--- config.mk ---
export PLATFORM = sky130hd
export DESIGN_NAME = cpu_status_ctl
export DESIGN_NICKNAME = d
export VERILOG_FILES = /design/src/rtl/cpu_status_pkg.sv /design/src/rtl/cpu_status_cause.sv /design/src/rtl/cpu_status_exec.sv /design/src/rtl/cpu_status_irq.sv /design/src/rtl/cpu_status_ctl.sv
export SDC_FILE = /design/constraint.sdc
export NUM_CORES = 1
export LEC_CHECK = 0
export ABC_CLOCK_PERIOD_IN_PS = 3500
export CAP_MARGIN = 40
export CORE_AREA = 2 2 39 41
export CTS_CLUSTER_SIZE = 20
export DETAILED_ROUTE_END_ITERATION = 6
export DIE_AREA = 0 0 41 43
export PLACE_DENSITY = 0.86
export SLEW_MARGIN = 20
export SYNTH_ARGS = -nofsm -noshare
export SYNTH_HDL_FRONTEND = slang
export SYNTH_HIERARCHICAL = 1
export SYNTH_SLANG_ARGS = --single-unit
--- constraint.sdc ---
create_clock -name clk -period 3.5 [get_ports clk]
set_clock_uncertainty 0.15 [all_clocks]
set_input_delay 0.7 -clock clk [delete_from_list [all_inputs] [get_ports clk]]
set_output_delay 0.7 -clock clk [all_outputs]
set_load 0.03 [all_outputs]
--- src/rtl/cpu_status_pkg.sv ---
package cpu_status_pkg;
   localparam int REG_W      = 8;
   localparam int BIT_RUN    = 0;
   localparam int BIT_RSVD   = 1;
   localparam int BIT_IESNS  = 2;
   localparam int BIT_SUSP   = 3;
   localparam int BIT_POR    = 4;
   localparam int BIT_BUSRST = 5;
   localparam int BIT_WDR    = 6;
   localparam int BIT_PEND   = 7;

   localparam int CAUSE_N    = 3;
   localparam int CAUSE_POR  = 0;
   localparam int CAUSE_BUS  = 1;
   localparam int CAUSE_WDR  = 2;

   typedef struct packed {
      logic pend;
      logic wdr;
      logic busrst;
      logic por;
      logic susp;
      logic ie;
      logic rsvd;
      logic run;
   } stat_word_t;
endpackage

--- src/rtl/cpu_status_cause.sv ---
module cpu_status_cause
   import cpu_status_pkg::*;
#(
   parameter int             N       = CAUSE_N,
   parameter logic [N-1:0]   RST_VAL = 3'b001
) (
   input  logic         clk,
   input  logic         rst_n,
   input  logic         wdt_hit,
   input  logic         clr_all,
   input  logic         wr_en,
   input  logic [N-1:0] wr_bits,
   input  logic [N-1:0] set_ev,
   output logic [N-1:0] q
);
   if (N < 1) begin : g_bad_n
      $error("cpu_status_cause: N must be at least 1");
   end

   for (genvar i = 0; i < N; i++) begin : g_bit
      logic flag_r;
      logic clr_i;

      // a watchdog restart suppresses every clear path
      assign clr_i = ~wdt_hit & (clr_all | (wr_en & ~wr_bits[i]));

      always_ff @(posedge clk or negedge rst_n) begin
         if (!rst_n) flag_r <= RST_VAL[i];
         else        flag_r <= set_ev[i] | (flag_r & ~clr_i);
      end

      assign q[i] = flag_r;

      AST_CAUSE_SET_WINS: assert property (@(posedge clk) disable iff (!rst_n)
         set_ev[i] |=> q[i]);
      AST_CAUSE_WDT_KEEP: assert property (@(posedge clk) disable iff (!rst_n)
         (wdt_hit && q[i]) |=> q[i]);
      AST_CAUSE_NO_WR_SET: assert property (@(posedge clk) disable iff (!rst_n)
         (!set_ev[i] && !q[i]) |=> !q[i]);
      AST_CAUSE_WR_CLR: assert property (@(posedge clk) disable iff (!rst_n)
         (wr_en && !wr_bits[i] && !set_ev[i] && !wdt_hit) |=> !q[i]);
   end
endmodule

--- src/rtl/cpu_status_exec.sv ---
module cpu_status_exec #(
   parameter bit WAKE_ON_BUS = 1'b1
) (
   input  logic clk,
   input  logic rst_n,
   input  logic wdt_hit,
   input  logic halt,
   input  logic wr_susp,
   input  logic bus_active,
   input  logic wake_irq,
   output logic run_q,
   output logic susp_q,
   output logic run_o
);
   logic run_r;
   logic susp_r;
   logic wake;
   logic enter;

   if (WAKE_ON_BUS) begin : g_wake_bus
      assign wake = bus_active | wake_irq;
   end else begin : g_wake_irq
      assign wake = wake_irq;
   end

   assign enter = wr_susp & ~bus_active & run_r;

   always_ff @(posedge clk or negedge rst_n) begin
      if (!rst_n) begin
         run_r  <= 1'b1;
         susp_r <= 1'b0;
      end else if (wdt_hit) begin
         run_r  <= 1'b1;
         susp_r <= 1'b0;
      end else if (halt) begin
         run_r  <= 1'b0;
         susp_r <= 1'b0;
      end else if (susp_r) begin
         susp_r <= ~wake;
      end else begin
         susp_r <= enter;
      end
   end

   assign run_q  = run_r;
   assign susp_q = susp_r;
   assign run_o  = run_r & ~susp_r;

   AST_WDT_RESTART: assert property (@(posedge clk) disable iff (!rst_n)
      wdt_hit |=> (run_q && !susp_q));
   AST_HALT_STICKY: assert property (@(posedge clk) disable iff (!rst_n)
      (!run_q && !wdt_hit) |=> !run_q);
   AST_SUSP_ENTRY: assert property (@(posedge clk) disable iff (!rst_n)
      (!susp_q && run_q && wr_susp && !bus_active && !wdt_hit && !halt) |=> susp_q);
   AST_SUSP_REFUSED: assert property (@(posedge clk) disable iff (!rst_n)
      (!susp_q && wr_susp && bus_active) |=> !susp_q);
   AST_WAKE: assert property (@(posedge clk) disable iff (!rst_n)
      (susp_q && wake) |=> !susp_q);
endmodule

--- src/rtl/cpu_status_irq.sv ---
module cpu_status_irq #(
   parameter int NUM_IRQ = 4
) (
   input  logic               clk,
   input  logic               rst_n,
   input  logic               wdt_hit,
   input  logic               halt,
   input  logic [NUM_IRQ-1:0] irq_req,
   input  logic [NUM_IRQ-1:0] irq_en,
   input  logic               irq_ack,
   output logic               pend_q,
   output logic               wake_irq
);
   logic any_req;
   logic pend_r;

   if (NUM_IRQ < 1) begin : g_bad_n
      $error("cpu_status_irq: NUM_IRQ must be at least 1");
   end

   if (NUM_IRQ == 1) begin : g_single
      assign any_req  = irq_req[0];
      assign wake_irq = irq_req[0] & irq_en[0];
   end else begin : g_multi
      assign any_req  = |irq_req;
      assign wake_irq = |(irq_req & irq_en);
   end

   always_ff @(posedge clk or negedge rst_n) begin
      if (!rst_n)       pend_r <= 1'b0;
      else if (wdt_hit) pend_r <= 1'b0;
      else              pend_r <= any_req | (pend_r & ~(irq_ack | halt));
   end

   assign pend_q = pend_r;

   AST_PEND_SET: assert property (@(posedge clk) disable iff (!rst_n)
      (|irq_req && !wdt_hit) |=> pend_q);
   AST_PEND_CLR: assert property (@(posedge clk) disable iff (!rst_n)
      (pend_q && irq_ack && !(|irq_req)) |=> !pend_q);
   AST_PEND_WDT: assert property (@(posedge clk) disable iff (!rst_n)
      wdt_hit |=> !pend_q);
endmodule

--- src/rtl/cpu_status_ctl.sv ---
module cpu_status_ctl
   import cpu_status_pkg::*;
#(
   parameter int DATA_W      = 8,
   parameter int NUM_IRQ     = 4,
   parameter bit WAKE_ON_BUS = 1'b1
) (
   input  logic               clk,
   input  logic               rst_n,
   input  logic               wr_en,
   input  logic [DATA_W-1:0]  wr_data,
   input  logic               wdt_rst,
   input  logic               usb_bus_rst,
   input  logic               halt_exec,
   input  logic               ie_state,
   input  logic               bus_active,
   input  logic [NUM_IRQ-1:0] irq_req,
   input  logic [NUM_IRQ-1:0] irq_en,
   input  logic               irq_ack,
   output logic [DATA_W-1:0]  rd_data,
   output logic               run_o,
   output logic               suspend_o
);
   if (DATA_W != REG_W) begin : g_bad_w
      $error("cpu_status_ctl: DATA_W must equal the register width");
   end

   logic [CAUSE_N-1:0] cause_q;
   logic [CAUSE_N-1:0] cause_set;
   logic [CAUSE_N-1:0] cause_wr;
   logic               run_q;
   logic               susp_q;
   logic               pend_q;
   logic               wake_irq;
   logic               wr_susp;
   stat_word_t         word;
   logic               unused_wr;

   assign cause_set[CAUSE_POR] = 1'b0;
   assign cause_set[CAUSE_BUS] = usb_bus_rst;
   assign cause_set[CAUSE_WDR] = wdt_rst;

   assign cause_wr[CAUSE_POR]  = wr_data[BIT_POR];
   assign cause_wr[CAUSE_BUS]  = wr_data[BIT_BUSRST];
   assign cause_wr[CAUSE_WDR]  = wr_data[BIT_WDR];

   assign wr_susp   = wr_en & wr_data[BIT_SUSP];
   assign unused_wr = ^{wr_data[BIT_PEND], wr_data[BIT_IESNS],
                        wr_data[BIT_RSVD], wr_data[BIT_RUN]};

   cpu_status_cause #(
      .N       (CAUSE_N),
      .RST_VAL (3'b001)
   ) u_cause (
      .clk     (clk),
      .rst_n   (rst_n),
      .wdt_hit (wdt_rst),
      .clr_all (halt_exec),
      .wr_en   (wr_en),
      .wr_bits (cause_wr),
      .set_ev  (cause_set),
      .q       (cause_q)
   );

   cpu_status_exec #(
      .WAKE_ON_BUS (WAKE_ON_BUS)
   ) u_exec (
      .clk        (clk),
      .rst_n      (rst_n),
      .wdt_hit    (wdt_rst),
      .halt       (halt_exec),
      .wr_susp    (wr_susp),
      .bus_active (bus_active),
      .wake_irq   (wake_irq),
      .run_q      (run_q),
      .susp_q     (susp_q),
      .run_o      (run_o)
   );

   cpu_status_irq #(
      .NUM_IRQ (NUM_IRQ)
   ) u_irq (
      .clk      (clk),
      .rst_n    (rst_n),
      .wdt_hit  (wdt_rst),
      .halt     (halt_exec),
      .irq_req  (irq_req),
      .irq_en   (irq_en),
      .irq_ack  (irq_ack),
      .pend_q   (pend_q),
      .wake_irq (wake_irq)
   );

   always_comb begin
      word        = '0;
      word.pend   = pend_q;
      word.wdr    = cause_q[CAUSE_WDR];
      word.busrst = cause_q[CAUSE_BUS];
      word.por    = cause_q[CAUSE_POR];
      word.susp   = susp_q;
      word.ie     = ie_state;
      word.rsvd   = 1'b0;
      word.run    = run_q;
   end

   assign rd_data   = word;
   assign suspend_o = susp_q;

   AST_HALT_CLEARS: assert property (@(posedge clk) disable iff (!rst_n)
      (halt_exec && !wdt_rst && !usb_bus_rst && !(|irq_req))
         |=> (rd_data[7:3] == 5'b0 && rd_data[BIT_RUN] == 1'b0));
   AST_BUSRST_SET: assert property (@(posedge clk) disable iff (!rst_n)
      usb_bus_rst |=> rd_data[BIT_BUSRST]);
   AST_SUSP_HOLDS_CORE: assert property (@(posedge clk) disable iff (!rst_n)
      (suspend_o && !bus_active && !wake_irq && !wdt_rst && !halt_exec) |=> !run_o);
endmodule

[Word level (Yosys, flattened, before mapping)]
Index checks and enable logic that the tools add are counted.
Storage, ports and cells
  bits in registers: 6
  latch bits: 0
  bits in writable memories: 0
  ROM bits: 0
  input bits: 25
  output and inout bits: 10
  word-level logic and storage cells: 49
  memories kept: 0
Operators by class
  $add $sub $neg: 0
  multipliers: 0
  divide/modulo/power cells: 0
  $lt $le $gt $ge: 0
  equal/unequal tests: 0
  shift operators: 0
  mux-type cells: 6
  bitwise logic cells: 34
  reduce and logical (&&, ||, !) cells: 3
Operators by type and width (number)
  bitwise AND 1 bit: 14
  inverter 1 bit: 11
  OR 1 bit: 8
  OR reduction 4 bit: 2
  2-to-1 mux 1 bit: 6
  bitwise AND 4 bit: 1
  nonzero test 2 bit: 1

[Depth between registers and ports, before layout]
Gate-level depths: netlist of run 1.
  word-level depth: 7
  mapped depth: 4

[Hierarchy]
Netlist of run 1, hierarchy kept.
Modules (own cells, without submodules)
  cpu_status_cause: times used 1, cells each 18, area each 185.2 µm², sequential area each 76.3 µm²
  cpu_status_exec: times used 1, cells each 8, area each 100.1 µm², sequential area each 51.3 µm²
  cpu_status_irq: times used 1, cells each 7, area each 63.8 µm², sequential area each 25.0 µm²
  cpu_status_ctl: times used 1, cells each 7, area each 47.5 µm², sequential area each 0.0 µm²

[Worst setup path after synthesis of run 1]
No wires, ideal clock.
  path type: register -> output
  start: reg u_exec.susp_r (netlist: u_exec/susp_q)
  end: out run_o
  data arrival time: 847 ps
  slack: 1803 ps
  stages on the path, launching flop included: 2
  buffers on the path: 0
  cell sequence: dfrtp_1 > and2b_2
Between the ends
  longest elaborated chain between the ends: 2
RTL lines
  start: declaration: RTL line cpu_status_exec.sv:16  | logic susp_r;
  start signal: assignment: RTL line cpu_status_exec.sv:39  | susp_r <= ~wake;
  start signal: assignment: RTL line cpu_status_exec.sv:41  | susp_r <= enter;
  inverter 1 bit: RTL line cpu_status_exec.sv:47  | assign run_o = run_r & ~susp_r;
  bitwise AND 1 bit: RTL line cpu_status_exec.sv:47
  end: declaration: RTL line cpu_status_ctl.sv:21  | output logic run_o,
Every way passes these cells.

[Final worst setup path of run 1]
  start: reg u_exec.run_r (netlist: u_exec/run_q)
  end: out run_o
Between the ends
  longest elaborated chain between the ends: 1
RTL lines
  start: declaration: RTL line cpu_status_exec.sv:15  | logic run_r;
  start signal: assignment: RTL line cpu_status_exec.sv:30  | run_r <= 1'b1;
  start signal: assignment: RTL line cpu_status_exec.sv:33  | run_r <= 1'b1;
  start signal: assignment: RTL line cpu_status_exec.sv:36  | run_r <= 1'b0;
  bitwise AND 1 bit: RTL line cpu_status_exec.sv:47
Every way passes these cells.

==> impl_metrics.yaml, run 1 <==
run_status:
  outcome: "finished, final reports clean"
critical_path:
  crit_buf_inv: 1
  slowest_stage: "clkdlybuf4s50_1"
  crit_family: "buffers and inverters"
  crit_path_end_kind: "output pin"
  critPathKind: "register to output pin"
  rr_worst_depth: 2
  r2r_setup_slack_ps: 2260
  cp-start-kind: "register"
  reg2reg_from: "u_exec/run_q"
  crit_cells: 2
  r2r_end: "u_exec/susp_q"
  required_ps: 2650
  cp_max_fo: 4
  critPathArrivalTime_ps: 1580
  crit_chain: "and2b_2 > clkdlybuf4s50_1"
  cp-endpoint: "run_o"
  cpPeakStageDelay_ps: 650
  startpoint: "u_exec/run_q"
die:
  num_rows: 14
  core-area_mm2: 0.00138
  die-height_um: 43
  pin_count: 35
  die_x_um: 41
  fp.dieArea_mm2: 0.00176
  initial_utilization_pct: 28.7
drt:
  post_drt_wl_per_cell_um: 11.5
  drcViolationCount: 0
  wirelength_um: 918
  dr.pass1.iters: 4
  via_per_inst: 4.56
  drtIter0Drc: 6
  postRouteAntennaNets: 0
  vias: 365
grt:
  grt.total_usage_pct: 12.6
  grt-ovfl-total: 0
  grt_pass1_wl_um: 1350
  grt_max_degree: 8
  grt_pass1_vias: 341
  antenna_found_initial: 0
hold_path:
  holdPathStages: 2
  hp-class: "register to register"
  hold_start: "u_cause/g_bit[0].flag_r"
cts:
  clock-sinks: 6
  postCtsSetupRepairBufs: 0
  path_clk_slew_ps: 40
  cts-root-buf: "clkbuf_4"
  clk_path_buf_depth: 2
  htreeDepth: 1
  cts_made_buffers: 3
  cts_resized: 0
  ctsHoldBuffers: 0
  clk_latency_ps: 250
  cts_tree: "yes"
sta:
  hold_ws_ps: 342
  slew_viol_final: 0
  min_period_ps: 2430
  period_share_pct: 69.3
  finalSetupViolations: 0
  fmax_mhz: 412
  finalHoldViolCount: 0
  fin_tns_setup_ps: 0
  rsz0062_at_grt: "false"
logic_synthesis:
  ys_warn_count: 6
  syn_area_per_cell_um2: 9.92
  ys_seq_area_share_pct: 38.5
  synthCells: 40
  netlist_area_um2: 397
  ys_ff_latch: 6
  ys_types: 20
power_and_ir_drop:
  p_per_area_mw_per_mm2: 325
  switching_share_pct: 27.6
  p_switching_mw: 0.0588
  vdd_drop_max_mv: 0.160
  clockPowerShare_pct: 33.7
  p_leak_nw: 0.262
  combPwrFrac_pct: 29.3
  p_int_mw: 0.154
  seq_power_share_pct: 37.0
layout:
  fillers: 154
  syn_to_final_growth_pct: 65.6
  drive_above_1_share_pct: 15.6
  final_common_cell: "clkdlybuf4s50_1"
  antenna_cells: 0
  stdcell_area_um2: 657
  final_cell_mix: "27 x clkdlybuf4s50_1, 4 x a21oi_1, 4 x dfrtp_1"
  finalNetCount: 90
placed_design:
  gp_congestion: 0.691
  dpl-instance-area_um2: 631
  io_buffers: 27
job:
  max_cap_viol_count: 0
-- worst min-delay path, cell delays in order (launching register included) --
cell and delay, ps:
dfstp_2 380, nand2b_4 50, o21ai_1 50
-- cells in the mapped netlist --
cell / n / area share (%)
inv_1: 1 / 0.95
o21ai_1: 2 / 2.5
nand3b_1: 1 / 1.9
a21oi_1: 4 / 5.0
a22oi_1: 2 / 3.8
nor4_1: 1 / 1.6
a2111oi_2: 1 / 3.8
nand2b_1: 2 / 3.2
nand2_1: 1 / 0.95
a21o_1: 1 / 1.9
and2_1: 1 / 1.6
dfrtp_1: 4 / 25
buf_4: 8 / 15
nand2b_4: 2 / 6.9
dfstp_2: 2 / 13
or3b_1: 1 / 2.2
conb_1: 1 / 0.95
o21ai_2: 1 / 2.2
nor2b_1: 3 / 4.7
and2b_2: 1 / 2.2
-- through the flow --
stage | cells | total power [mW] | setup slack [ps] | utilization, %
after global placement | 76 | 0.141 | 1340 | 45.6
after CTS | 80 | 0.219 | 1060 | 47.5
after global routing | 80 | 0.229 | 1010 | 47.5
after floorplan | 41 | 0.114 | 1800 | -
after detailed placement | 76 | 0.143 | 1340 | 45.6
final | 80 | 0.213 | 1070 | 47.5
-- how the worst min path moves through the flow --
stage	to	slack [ps]
4_1_cts	u_cause/g_bit[0].flag_r	340
3_5_place_dp	u_cause/g_bit[0].flag_r	340
2_1_floorplan	u_cause/g_bit[1].flag_r	250
6_report	u_cause/g_bit[0].flag_r	340
5_1_grt	u_cause/g_bit[0].flag_r	360
3_3_place_gp	u_cause/g_bit[0].flag_r	330
-- metal layers --
metal	vias up	track usage (%)	part of all wire, %
met5	-	0	0
met4	0	12.0	2.7
met3	4	4.71	13
met2	23	20.0	53
met1	158	11.1	32
li1	180	-	-
-- kinds of logic (layout without fill, tap and decap cells) --
group	Yosys count	count (layout)	share of synthesized area [%]
AND/OR/NAND/NOR	13	13	25.2
other	1	2	0.945
AO/OA/AOI/OAI	11	11	19.2
buffers and inverters	9	32	16.1
flip-flops	6	6	38.5
-- state kept, by name, summed over array words and instances, names as in the netlist --
| name | count |
|---|---|
| u_cause/g_bit.flag_r | 3 |
| u_exec/run_q | 1 |
| u_exec/susp_q | 1 |
| u_irq/pend_q | 1 |
-- cell type report --
class / count / area [um2] / area share, %
inverter: 1 / 3.75 / 0.571
sequential: 6 / 153 / 23.2
clock buffer: 4 / 26.3 / 4.00
multi-input combinational: 26 / 184 / 28.0
tap: 16 / 20.0 / 3.05
timing repair buffer: 27 / 270 / 41.1
-- power groups by stage --
stage | combinational [mW] | sequential, mW | clock (mW)
final | 0.0625 | 0.0789 | 0.0718
after global routing | 0.0671 | 0.0795 | 0.0828
after CTS | 0.0633 | 0.0789 | 0.0763
after detailed placement | 0.0631 | 0.0800 | 0
after global placement | 0.0615 | 0.0799 | 0
after floorplan | 0.0343 | 0.0797 | 0
Power figures use the tool's default switching activity.
==> run 2, diff against run 1 <==
- ABC_CLOCK_PERIOD_IN_PS: 3500 -> 2100
- CORE_AREA: 2 2 39 41 -> unset
- CORE_MARGIN: unset -> 2
- CORE_UTILIZATION: unset -> 27
- DIE_AREA: 0 0 41 43 -> unset
- PLACE_DENSITY: 0.86 -> 0.83
- clock period: 3.5 -> 2.1 ns (I/O delays scaled with it)
==> impl_metrics.yaml, run 2 (synthesized netlist as in run 1, its figures left out) <==
drt:
  via_per_inst: 4.47
  drtIter0Drc: 2
  drcViolationCount: 0
  postRouteAntennaNets: 0
  post_drt_wl_per_cell_um: 12.2
  dr.pass1.iters: 2
  wirelength_um: 967
  vias: 353
power_and_ir_drop:
  switching_share_pct: 27.2
  combPwrFrac_pct: 29.4
  p_switching_mw: 0.0957
  p_leak_nw: 0.262
  clockPowerShare_pct: 33.2
  vdd_drop_max_mv: 0.363
  p_per_area_mw_per_mm2: 538
  seq_power_share_pct: 37.4
  p_int_mw: 0.256
die:
  core-area_mm2: 0.00133
  pin_count: 35
  die_x_um: 42.3
  num_rows: 13
  fp.dieArea_mm2: 0.00179
  initial_utilization_pct: 29.7
  die-height_um: 42.3
grt:
  grt.total_usage_pct: 13.2
  grt-ovfl-total: 0
  grt_max_degree: 8
  grt_pass1_vias: 360
  antenna_found_initial: 0
  grt_pass1_wl_um: 1670
sta:
  fmax_mhz: 490
  rsz0062_at_grt: "false"
  hold_ws_ps: 280
  period_share_pct: 97.1
  finalHoldViolCount: 0
  slew_viol_final: 0
  finalSetupViolations: 0
  fin_tns_setup_ps: 0
  min_period_ps: 2040
layout:
  drive_above_1_share_pct: 15.6
  seq_area_um2: 153
  fillers: 137
  multi_input_area_um2: 184
  syn_to_final_growth_pct: 65.0
  finalNetCount: 90
  final_common_cell: "clkdlybuf4s50_1"
  final_cell_mix: "26 x clkdlybuf4s50_1, 4 x a21oi_1, 4 x dfrtp_1"
  regMostFlops: "u_cause/g_bit.flag_r"
  layout.cells.non_filler: 79
  antenna_cells: 0
  largest_register_ffs: 3
critical_path:
  rr_worst_depth: 2
  crit_family: "buffers and inverters"
  cp_max_fo: 3
  required_ps: 1530
  critPathKind: "register to output pin"
  r2r_end: "u_exec/susp_q"
  cp-start-kind: "register"
  crit_path_end_kind: "output pin"
  cpPeakStageDelay_ps: 670
  reg2reg_from: "u_exec/run_q"
  critPathArrivalTime_ps: 1470
  slowest_stage: "clkdlybuf4s50_1"
  crit_buf_inv: 1
  crit_chain: "clkdlybuf4s50_1"
  r2r_setup_slack_ps: 850
hold_path:
  hp-class: "input pin to async pin"
cts:
  cts_made_buffers: 3
  clk_latency_ps: 240
  clk_path_buf_depth: 2
  path_clk_slew_ps: 50
  clock-sinks: 6
  postCtsSetupRepairBufs: 0
  htreeDepth: 1
  cts-root-buf: "clkbuf_4"
  ctsHoldBuffers: 0
  cts_tree: "yes"
placed_design:
  placed_cells: 75
  io_buffers: 27
  dpl.hpwl_um: 800
  gp_congestion: 0.639
job:
  max_cap_viol_count: 0
run_status:
  outcome: "finished, final reports clean"
==> run 2: final cells by class <==
type / instances / share of cell area, %
Sequential cell: 6 / 23.3
Tap cell: 15 / 2.87
Timing Repair Buffer: 27 / 41.1
Inverter: 1 / 0.574
Multi-Input combinational cell: 26 / 28.1
Clock buffer: 4 / 4.02
==> run 2: how the worst max path moves through the flow <==
stage / from / endpoint / slack, ps / cells after the start
floorplan: u_exec/susp_q / run_o / 680 / 1
global placement: u_exec/run_q / run_o / 220 / 2
detailed placement: u_exec/run_q / run_o / 210 / 2
CTS: u_cause/g_bit[0].flag_r / rd_data[4] / 50 / 1
global route: u_cause/g_bit[0].flag_r / rd_data[4] / 20 / 1
finish: u_cause/g_bit[0].flag_r / rd_data[4] / 60 / 1
==> run 2: metrics by stage <==
stage	util (%)	power, mW	setup WS (ps)	instance area (um2)
2_1_floorplan	-	0.190	683	400
3_3_place_gp	47.2	0.236	222	629
3_5_place_dp	47.2	0.239	207	629
4_1_cts	49.1	0.360	45.7	654
5_1_grt	49.1	0.380	15.3	654
6_report	49.1	0.352	60.3	654
==> run 2: worst reg2reg max path, cell delays in order, from the launching register on <==
cell,delay (ps)
dfstp_2,540
nand3b_1,100
a2111oi_2,350
==> run 2: timing repair <==
item / 4_1_cts / 5_1_grt
gates resized for setup: 1 / 0
endpoints found under the setup margin: 1 / 0
hold endpoints to repair: 0 / 0
==> run 2: routing by layer <==
layer | global-route usage [%] | wire [um]
met1 | 13.8 | 377
met4 | 3.75 | 0
met5 | 0 | 0
met3 | 7.76 | 56
met2 | 22.2 | 533
==> run 2: power by group through the flow <==
stage | registers, mW | logic [mW] | clock network [mW]
2_1_floorplan | 0.133 | 0.0571 | 0
4_1_cts | 0.132 | 0.104 | 0.124
6_report | 0.132 | 0.103 | 0.117
3_3_place_gp | 0.133 | 0.103 | 0
3_5_place_dp | 0.134 | 0.105 | 0
5_1_grt | 0.133 | 0.110 | 0.137
==> run 3, diff against run 2 <==
- CORE_UTILIZATION: 27 -> 24
- PLACE_DENSITY: 0.83 -> 0.8
- SYNTH_HIERARCHICAL: 1 -> unset
==> impl_metrics.yaml, run 3 <==
run_status:
  outcome: "finished, final reports clean"
layout:
  antenna_cells: 0
  finalNetCount: 84
  layout.cells.non_filler: 72
  syn_to_final_growth_pct: 72.7
  multi_input_area_um2: 124
  seq_area_um2: 153
  final_cell_mix: "26 x clkdlybuf4s50_1, 4 x dfrtp_1, 3 x a21o_1, 3 x clkbuf_4"
  largest_register_ffs: 3
  fillers: 128
  drive_above_1_share_pct: 12.3
  utilization_pct: 45.1
  final_common_cell: "clkdlybuf4s50_1"
  regMostFlops: "u_cause.g_bit.flag_r"
  stdcell_area_um2: 594
grt:
  grt_pass1_wl_um: 1410
  use_met2_pct: 18.8
  use_met3_pct: 5.65
  grt_pass1_vias: 361
  antenna_found_initial: 0
  grt-ovfl-total: 0
  use_met1_pct: 9.55
  grt.total_usage_pct: 10.5
  grt_max_degree: 7
  gr-max-usage-layer: "met2"
logic_synthesis:
  synth_top_family_by_area: "compound AO/OA/AOI/OAI gates"
  synthArstFlopShare_pct: 100
  synth_area_leaders: "dfrtp_1 29%, buf_4 17%, dfstp_2 15%"
  yosysMostFrequentCell: "buf_4"
  synthDominantAreaCellType: "dfrtp_1"
  ys_ff_latch: 6
  synthAdderAreaFrac_pct: 0
  ys_warn_count: 0
  ys_seq_area_share_pct: 44.4
  synth_common_cells: "8 x buf_4, 4 x dfrtp_1, 3 x a21o_1"
  synthSimpleGateAreaFrac_pct: 13.5
  synth_flop_cell: "dfrtp_1"
  synth-edff-count: 0
  synth_compound_area_share_pct: 21.5
  synth_xor_xnor_area_share_pct: 0
  synth.mux.area_fraction_pct: 0
  netlist_area_um2: 344
  syn_area_per_cell_um2: 9.83
  syn-num-nets: 60
  ys_types: 17
  synthCells: 35
  synth_top_cell_area_share_pct: 29.1
hold_path:
  hp-class: "input pin to async pin"
cts:
  cts_resized: 1
  ctsHoldBuffers: 0
  clk_latency_ps: 240
  cts_tree: "yes"
  cts-root-buf: "clkbuf_4"
  clk_path_buf_depth: 2
  htreeDepth: 1
  clock-sinks: 6
  cts_made_buffers: 3
  postCtsSetupRepairBufs: 0
  path_clk_slew_ps: 50
drt:
  post_drt_wl_per_cell_um: 11.7
  postRouteAntennaNets: 0
  vias: 329
  via_per_inst: 4.57
  drcViolationCount: 0
  dr.pass1.iters: 4
  drtIter0Drc: 2
  wirelength_um: 840
die:
  initial_utilization_pct: 26.1
  die-height_um: 41.9
  die_x_um: 41.9
  fp.dieArea_mm2: 0.00175
  core-area_mm2: 0.00132
  pin_count: 35
  num_rows: 13
job:
  max_cap_viol_count: 0
critical_path:
  cp-start-kind: "register"
  required_ps: 1530
  slowest_stage: "clkdlybuf4s50_1"
  crit_buf_inv: 1
  critPathKind: "register to output pin"
  crit_family: "buffers and inverters"
  cpPeakStageDelay_ps: 660
  cp_max_fo: 3
  crit_path_end_kind: "output pin"
  critPathArrivalTime_ps: 1440
  crit_chain: "clkdlybuf4s50_1"
placed_design:
  gp_congestion: 0.713
  placed_cells: 69
  io_buffers: 27
  dpl-instance-area_um2: 573
sta:
  finalHoldViolCount: 0
  finalSetupViolations: 0
  min_period_ps: 2010
  fmax_mhz: 497
  fin_tns_setup_ps: 0
  period_share_pct: 95.7
  slew_viol_final: 0
  rsz0062_at_grt: "false"
power_and_ir_drop:
  p_per_area_mw_per_mm2: 540
  p_leak_nw: 0.242
  p_total_mw: 0.321
  vdd_drop_max_mv: 0.304
==> run 3: changes by cell type after synthesis, moves of 2 or more <==
cell,previous run,this run
a21o_1,1,3
a21oi_1,4,2
a22oi_1,2,0
nand2b_4,2,0
nand3_1,0,2
nor2b_1,3,1
o21ai_1,2,0
==> run 3: worst register-to-register path: stages (launching register included) <==
cell       delay, ps
dfstp_2          530
nor2b_1          160
nand3_1          110
a2111oi_2        320
==> run 3: cell type report <==
| type | instances | area share, % |
|---|---|---|
| inverter | 2 | 1.26 |
| clock buffer | 3 | 3.79 |
| timing repair buffer | 27 | 45.3 |
| tap | 15 | 3.16 |
| sequential | 6 | 25.7 |
| multi-input combinational | 19 | 20.8 |
==> run 3: metrics by stage <==
step	setup WS [ps]	hold slack, ps
2_1_floorplan	360	-25.6
3_3_place_gp	163	298
3_5_place_dp	80.8	312
4_1_cts	79.0	272
5_1_grt	62.2	292
6_report	89.3	268
==> run 3: report_power, final <==
group          internal (mW)  leakage (nW)  switching [mW]
Clock                 0.0648        0.0138          0.0430
Combinational         0.0503         0.160          0.0372
Sequential             0.123        0.0679         0.00316
Total                  0.238         0.242          0.0834
==> run 3: worst paths after layout <==
kind,from,end,slack [ps],depth (start not counted)
worst max-delay path,u_exec.run_q,rd_data[0],90,1
worst min-delay path,rst_n,u_irq.pend_q,270,1
worst max register to register,u_exec.run_q,u_exec.susp_q,710,3
worst min register to register,u_cause.g_bit[0].flag_r,u_cause.g_bit[0].flag_r,310,1
max in group asynchronous,rst_n,u_cause.g_bit[0].flag_r,1260,1
min in group clk,u_cause.g_bit[0].flag_r,u_cause.g_bit[0].flag_r,310,1
==> run 3: cells by family (layout without fill, tap and decap cells) <==
logic type | count (synthesis) | in the layout
compound gates | 9 | 9
buf+inv | 10 | 32
flops | 6 | 6
other cells | 1 | 1
simple gates | 9 | 9
==> run 3: routing by layer <==
| metal | up-vias | share of wire [%] |
|---|---|---|
| met3 | 0 | 10 |
| met4 | 0 | 0 |
| met5 | - | 0 |
| li1 | 159 | - |
| met2 | 21 | 50 |
| met1 | 149 | 39 |
